--- src/rtl/rtc_irq_pkg.sv ---
// Shared constants for the real-time clock interrupt flag logic.
// Assumes that each source position is the same in every vector port.
package rtc_irq_pkg;
    localparam int unsigned NSRC    = 3;
    localparam int unsigned SRC_UPD = 0;
    localparam int unsigned SRC_TMR = 1;
    localparam int unsigned SRC_ALM = 2;
endpackage

--- src/rtl/irq_flag_cell.sv ---
// One interrupt source: a sticky flag and its enable bit.
// Assumptions: evt_i is a single-cycle pulse. A clearing write loses to a
// simultaneous event. next-state values are exported so that the pin
// register can follow without a cycle of lag.
module irq_flag_cell (
    input  logic clk,
    input  logic rst_n,
    input  logic evt_i,
    input  logic flag_wr_i,
    input  logic flag_wbit_i,
    input  logic en_wr_i,
    input  logic en_wbit_i,
    output logic flag_q_o,
    output logic en_q_o,
    output logic flag_d_o,
    output logic en_d_o
);
    logic clr;

    // Next state: a clear needs a write with a 0 bit, and an event overrides it.
    always_comb begin
        clr      = flag_wr_i && !flag_wbit_i;
        flag_d_o = evt_i || (flag_q_o && !clr);
        en_d_o   = en_wr_i ? en_wbit_i : en_q_o;
    end

    // State registers for the flag and its enable.
    always_ff @(posedge clk) begin
        if (!rst_n) begin
            flag_q_o <= 1'b0;
            en_q_o   <= 1'b0;
        end else begin
            flag_q_o <= flag_d_o;
            en_q_o   <= en_d_o;
        end
    end

    // an event always leaves the flag set.
    a_r2_event_sets: assert property (@(posedge clk) disable iff (!rst_n)
        evt_i |=> flag_q_o);
    // without a clearing write, a set flag holds.
    a_r3_flag_sticky: assert property (@(posedge clk) disable iff (!rst_n)
        (flag_q_o && !(flag_wr_i && !flag_wbit_i)) |=> flag_q_o);
    // a clearing write with no event clears the flag.
    a_r4_clear_works: assert property (@(posedge clk) disable iff (!rst_n)
        (flag_wr_i && !flag_wbit_i && !evt_i) |=> !flag_q_o);
    // an enable holds without a write.
    a_r6_en_holds: assert property (@(posedge clk) disable iff (!rst_n)
        !en_wr_i |=> $stable(en_q_o));
endmodule

--- src/rtl/irq_pin_drive.sv ---
// Merges the enabled flags of all sources into one registered drive-enable
// for the shared open-drain pin. The register takes the next-state values,
// so the output is glitch-free and has no extra cycle of latency.
module irq_pin_drive #(
    parameter int unsigned N = 3
) (
    input  logic         clk,
    input  logic         rst_n,
    input  logic [N-1:0] flag_d_i,
    input  logic [N-1:0] en_d_i,
    output logic         drive_o
);
    logic req;

    // Any enabled, set flag requests a low drive.
    always_comb req = |(flag_d_i & en_d_i);

    // Drive register, released while in reset.
    always_ff @(posedge clk) begin
        if (!rst_n) drive_o <= 1'b0;
        else        drive_o <= req;
    end

    // with every enable off, the pin is never driven.
    a_r9_no_drive_disabled: assert property (@(posedge clk) disable iff (!rst_n)
        (en_d_i == '0) |=> !drive_o);
endmodule

--- src/rtl/rtc_irq_flags.sv ---
// Top level: three sticky interrupt flags (update, timer, alarm) with their
// enables, and a shared active-low open-drain interrupt drive-enable.
// Assumes one-cycle event pulses, and parallel write strobes with data.
module rtc_irq_flags
    import rtc_irq_pkg::*;
(
    input  logic            clk,
    input  logic            rst_n,
    input  logic [NSRC-1:0] evt_i,
    input  logic            flag_wr_i,
    input  logic [NSRC-1:0] flag_wdata_i,
    input  logic            en_wr_i,
    input  logic [NSRC-1:0] en_wdata_i,
    output logic [NSRC-1:0] flag_o,
    output logic [NSRC-1:0] en_o,
    output logic            irq_drive_o
);
    logic [NSRC-1:0] flag_d;
    logic [NSRC-1:0] en_d;

    // One flag cell for each interrupt source.
    for (genvar s = 0; s < NSRC; s++) begin : g_src
        irq_flag_cell u_cell (
            .clk        (clk),
            .rst_n      (rst_n),
            .evt_i      (evt_i[s]),
            .flag_wr_i  (flag_wr_i),
            .flag_wbit_i(flag_wdata_i[s]),
            .en_wr_i    (en_wr_i),
            .en_wbit_i  (en_wdata_i[s]),
            .flag_q_o   (flag_o[s]),
            .en_q_o     (en_o[s]),
            .flag_d_o   (flag_d[s]),
            .en_d_o     (en_d[s])
        );
    end

    // Shared pin drive.
    irq_pin_drive #(.N(NSRC)) u_pin (
        .clk     (clk),
        .rst_n   (rst_n),
        .flag_d_i(flag_d),
        .en_d_i  (en_d),
        .drive_o (irq_drive_o)
    );

    // the pin register agrees with the flag and enable registers.
    a_r7_pin_matches: assert property (@(posedge clk) disable iff (!rst_n)
        1'b1 |=> (irq_drive_o == |(flag_o & en_o)));
    // dropping every enable releases the pin and leaves the flags alone.
    a_r8_release_keeps_flags: assert property (@(posedge clk) disable iff (!rst_n)
        (en_wr_i && en_wdata_i == '0 && !flag_wr_i) |=> (!irq_drive_o && (flag_o == $past(flag_o | evt_i))));
endmodule

--- config.mk ---
export PLATFORM = sky130hd
export DESIGN_NAME = rtc_irq_flags
export DESIGN_NICKNAME = d
export VERILOG_FILES = /design/src/rtl/rtc_irq_pkg.sv /design/src/rtl/irq_flag_cell.sv /design/src/rtl/irq_pin_drive.sv /design/src/rtl/rtc_irq_flags.sv
export SDC_FILE = /design/constraint.sdc
export NUM_CORES = 1
export LEC_CHECK = 0
export BUFFER_PORTS_ARGS = -buffer_cell sky130_fd_sc_hd__buf_4
export CAP_MARGIN = 10
export CORE_AREA = 2 2 39 41
export CTS_BUF_LIST = sky130_fd_sc_hd__clkbuf_4
export CTS_CLUSTER_SIZE = 8
export DETAILED_ROUTE_END_ITERATION = 12
export DIE_AREA = 0 0 41 43
export HOLD_SLACK_MARGIN = 0.08
export PLACE_DENSITY_LB_ADDON = 0.25
export SLEW_MARGIN = 20
export SYNTH_ARGS = -nofsm -noshare
export SYNTH_HDL_FRONTEND = slang
export SYNTH_SLANG_ARGS = --single-unit
--- constraint.sdc ---
create_clock -name clk -period 0.8 [get_ports clk]
set_input_delay 0.12 -clock clk [delete_from_list [all_inputs] [get_ports clk]]
set_output_delay 0.12 -clock clk [all_outputs]
set_load 0.01 [all_outputs]
======== Word-level counts from Yosys, hierarchy flattened ========
Cells that the tools add are included.
operators by class
  multiply operators ...................... 0
  equal/unequal tests ..................... 0
  reduce and logical (&&, ||, !) cells .... 16
  shift-type cells ........................ 0
  divide/modulo/power cells ............... 0
  add/subtract/negate cells ............... 0
  $lt $le $gt $ge ......................... 0
  bitwise gates (word level) .............. 1
  mux-type cells .......................... 3
operators with widths
  operator             number
  $logic_and A1 B1 Y1  6
  $logic_not A1 Y1     6
  $and A3 B3 Y3        1
  $logic_or A1 B1 Y1   3
  $mux W1              3
  $reduce_or A3 Y1     1
storage, ports and cells
  output and inout bits ................... 7
  bits in registers ....................... 7
  logic and storage cells ................. 27
  bits in latches ......................... 0
  memory bits (read-only) ................. 0
  bits in writable memories ............... 0
  memories ................................ 0
  input bits .............................. 13

======== Longest topological paths before layout ========
  depth in word-level cells ............... 7
  depth in mapped cells ................... 4

======== Cells and area by module ========
From an unflattened synthesis, not the netlist that was laid out.
unflattened totals
  cell total of the unflattened synthesis .. 27
  area total of the unflattened synthesis .. 314.1 sq um
modules (own cells, without submodules)
  module         instances  seq. area each (sq um)  area each (sq um)  cells an instance
  irq_flag_cell  3          40.0                    92.6               8
  irq_pin_drive  1          20.0                    36.3               3

======== Least setup slack after synthesis ========
OpenSTA, ideal clock, no wires.
  path kind ............................... reg2reg
  start point ............................. register g_src[2].u_cell.en_q_o
  end point ............................... register u_pin.drive_o
  slack ................................... 0.054 ns
  path buffers ............................ 0
  stages on the path, launching flop included .. 5
  clock period less this slack ............ 0.746 ns
  data arrival time ....................... 0.614 ns
  path through ............................ dfxtp_1 -> mux2i_1 -> nor2_2 -> nand2b_1 -> o311ai_1
between the ends
  longest elaborated chain between the ends .. 3
ends and longest elaborated chain
  item                      RTL line             source
  start: declaration        irq_flag_cell.sv:14  output logic en_q_o,
  start signal: assignment  irq_flag_cell.sv:34  en_q_o <= en_d_o;
  $mux W1                   irq_flag_cell.sv:24  en_d_o = en_wr_i ? en_wbit_i : en_q_o;
  $and A3 B3 Y3             irq_pin_drive.sv:16  always_comb req = |(flag_d_i & en_d_i);
  $reduce_or A3 Y1          irq_pin_drive.sv:16
  end signal: assignment    irq_pin_drive.sv:21  else drive_o <= req;
  end: declaration          irq_pin_drive.sv:11  output logic drive_o
No other way between the ends.
A chain may end at the register's enable or synchronous reset.

======== Final worst setup path ========
  start point ............................. register g_src[2].u_cell.en_q_o
  end point ............................... output port en_o[2]
RTL lines
  item              RTL line             source
  end: declaration  rtc_irq_flags.sv:15  output logic [NSRC-1:0] en_o,
No word-level cell between the ends.

==> flow_metrics.env <==
export IMPL_status="finished with violations"
export IMPL_violations="setup timing"
export IMPL_port_buffers=19
export IMPL_drcViolationCount=0
export IMPL_worstRegToRegCells=4
export IMPL_worstPathMaxFanout=2
export IMPL_reg2reg_from="g_src[2].u_cell.en_q_o"
export IMPL_antenna_found_initial=0
export IMPL_clock_path_buffers=2
export IMPL_start_util_pct=21.79
export IMPL_layout_commonest_cell="buf_4"
export IMPL_cp_slowest_stage_delay_ns=0.32
export IMPL_numCtsBuffers=3
export IMPL_ant_nets=0
export IMPL_grt_ovfl_total=0
export IMPL_worstSetupPathType="flop to output port"
export IMPL_fp_dieH_um=43
export IMPL_cts_sink_count=7
export IMPL_grt_max_degree=7
export IMPL_netlist_instances=32
export IMPL_hpwl_um=452
export IMPL_ys_warnings_count=0
export IMPL_die_width_um=41
export IMPL_grt_setup_unrepaired="true"
export IMPL_drive_gt1_share_pct=69.23
export IMPL_syn_nets=45
export IMPL_period_needed_ns=0.8947
export IMPL_powerDensity_nw_per_um2=1803
export IMPL_hold_path_class="primary input to flop"
export IMPL_die_area_um2=1763
export IMPL_setup_viol=3
export IMPL_ios=20
export IMPL_cts_reportedPaths_clkPinSlew_ns=0.05
export IMPL_cp_common_cell="buf_6"
export IMPL_min_to="g_src[2].u_cell.flag_q_o"
export IMPL_ys_seq_area_share_pct=46.47
export IMPL_timing_reg2reg_setup_slack_ns=-0.01
export IMPL_post_route_period_util_pct=111.8
export IMPL_power_total_mw=0.9274
export IMPL_setup_slack_ns=-0.09465
export IMPL_path_buf_inv=2
export IMPL_r2r_end="u_pin.drive_o"
export IMPL_track_usage_pct=7.956
export IMPL_yosysTopAreaCellShare_pct=46.47
export IMPL_path_cells="buf_6 > buf_6"
export IMPL_routed_wirelength_um=570
export IMPL_cp_slowest_cell="dfxtp_2"
export IMPL_min_delay_start="evt_i[2]"
export IMPL_n_antenna_cell=0
export IMPL_slew_limit_headroom_pct=84.86
export IMPL_cap_violations=0
export IMPL_ir_drop_mv=0.5584
export IMPL_fmax_mhz=1118
export IMPL_yosys_register_bits=7
export IMPL_root_buffer="clkbuf_4"
export IMPL_hold_viol_final=0
export IMPL_crit_path_end_kind="output port"
export IMPL_cp_top_family="flip-flops"
export IMPL_worst_pin_slew_ns=0.2208
export IMPL_grt_pass1_wl_um=862
export IMPL_synthTopCellsByArea="dfxtp_1 (46%), buf_4 (15%), nand2b_1 (10%)"
export IMPL_synth_area_um2=301.5
export IMPL_yosys_area_top_type="dfxtp_1"
export IMPL_rows=14
export IMPL_avgViaCountPerCell=3.912
export IMPL_drtIter0Drc=1
export IMPL_skew_ns=0.002717
export IMPL_area_growth_pct=70.54
export IMPL_clock_latency_ns=0.25
export IMPL_htree_levels=1
export IMPL_utilization_pct=37.16
export IMPL_vias=266
export IMPL_syn_avg_cell_area_um2=9.423
export IMPL_place_congestion=0.6323
export IMPL_drt_pass1_iterations=2
export IMPL_nNetsFinal=66
export IMPL_cp_required_ns=0.68
export IMPL_startpoint_type="flop"
export IMPL_grt_pass1_vias=246
export IMPL_hold_depth=3
export IMPL_wl_per_cell_um=8.382
export IMPL_drv_slew=0
export IMPL_core_area_um2=1384
export IMPL_yosys_cell_types_count=9
export IMPL_cp_arrival_ns=0.77
export IMPL_layout_common_cells="buf_4 (14), buf_6 (8), dfxtp_2 (7), nand2b_1 (5)"
export IMPL_cts_tree="built"
export IMPL_leakage_nw=0.2458
==> power breakdown <==
| part | internal, mW | switching, mW |
|---|---|---|
| logic | 0.118 | 0.0606 |
| registers | 0.380 | 0.0158 |
| clock network | 0.224 | 0.129 |
==> registers in the layout (all words and copies together) (netlist names) <==
| register | flops |
|---|---|
| g_src.u_cell.flag_q_o | 3 |
| g_src.u_cell.en_q_o | 3 |
| u_pin.drive_o | 1 |
==> cells by family after synthesis <==
group	count (synthesis)	share of synthesized area [%]
compound gates	4	7.883
flops	7	46.47
mux	3	9.959
buf+inv	7	16.18
simple gates	11	19.50
==> tightest hold or removal path, delay by kind of cell <==
kind / cells / cell delay (ns)
buf+inv: 1 / 0.08
compound gates: 1 / 0.03
simple gates: 1 / 0.06
==> what timing repair did <==
item,4_1_cts,5_1_grt
gates resized for setup,15,1
buffers inserted,0,1
pin swaps,0,2
hold endpoints to repair,1,0
endpoints found under the setup margin,8,8
==> cell type report <==
| cell class | count | area (um^2) |
|---|---|---|
| inverter | 1 | 3.754 |
| sequential | 7 | 148.9 |
| fill | 153 | 869.6 |
| timing repair buffer | 22 | 195.2 |
| clock buffer | 4 | 30.03 |
| multi-input combinational | 18 | 116.4 |
| tap | 16 | 20.02 |
==> how the worst max path moves through the flow <==
| stage | startpoint | slack [ns] | cells past startpoint | end |
|---|---|---|---|---|
| final | g_src[2].u_cell.en_q_o | -0.09 | 2 | en_o[2] |
| after global routing | g_src[2].u_cell.en_q_o | -0.12 | 2 | en_o[2] |
| after CTS | g_src[2].u_cell.en_q_o | -0.11 | 2 | en_o[2] |
| after detailed placement | flag_wdata_i[2] | -0.1 | 5 | u_pin.drive_o |
| after global placement | flag_wdata_i[2] | -0.09 | 5 | u_pin.drive_o |
| after floorplan | g_src[2].u_cell.en_q_o | 0.05 | 4 | u_pin.drive_o |
==> stage by stage <==
stage	cell area (um^2)	setup TNS, ns	hold WS (ns)	cells	worst slack [ns]
detailed placement	434.2	-0.09946	0.3588	63	-0.09946
global route	514.2	-0.3330	0.09575	68	-0.1222
finish	514.2	-0.1195	0.07929	68	-0.09465
global placement	434.2	-0.08997	0.3428	63	-0.08997
floorplan	301.5	0	0.2438	32	0.05391
CTS	505.5	-0.1965	0.07227	67	-0.1095
==> cells in the mapped netlist <==
cell type / number
a21oi_1: 3
dfxtp_1: 7
buf_4: 6
nand2b_1: 5
nor2_2: 2
o311ai_1: 1
inv_1: 1
nor2_1: 4
mux2i_1: 3
==> routing by layer <==
metal  vias up  routed length (um)  track usage, %  share of wire, %
li1        137                   -               -                 -
met5         -                   0               0                 0
met4         0                   0           10.00                 0
met3         0                  84           3.665                15
met2        15                 264           10.31                46
met1       114                 222           7.792                39
(Power assumes the default switching activity.)
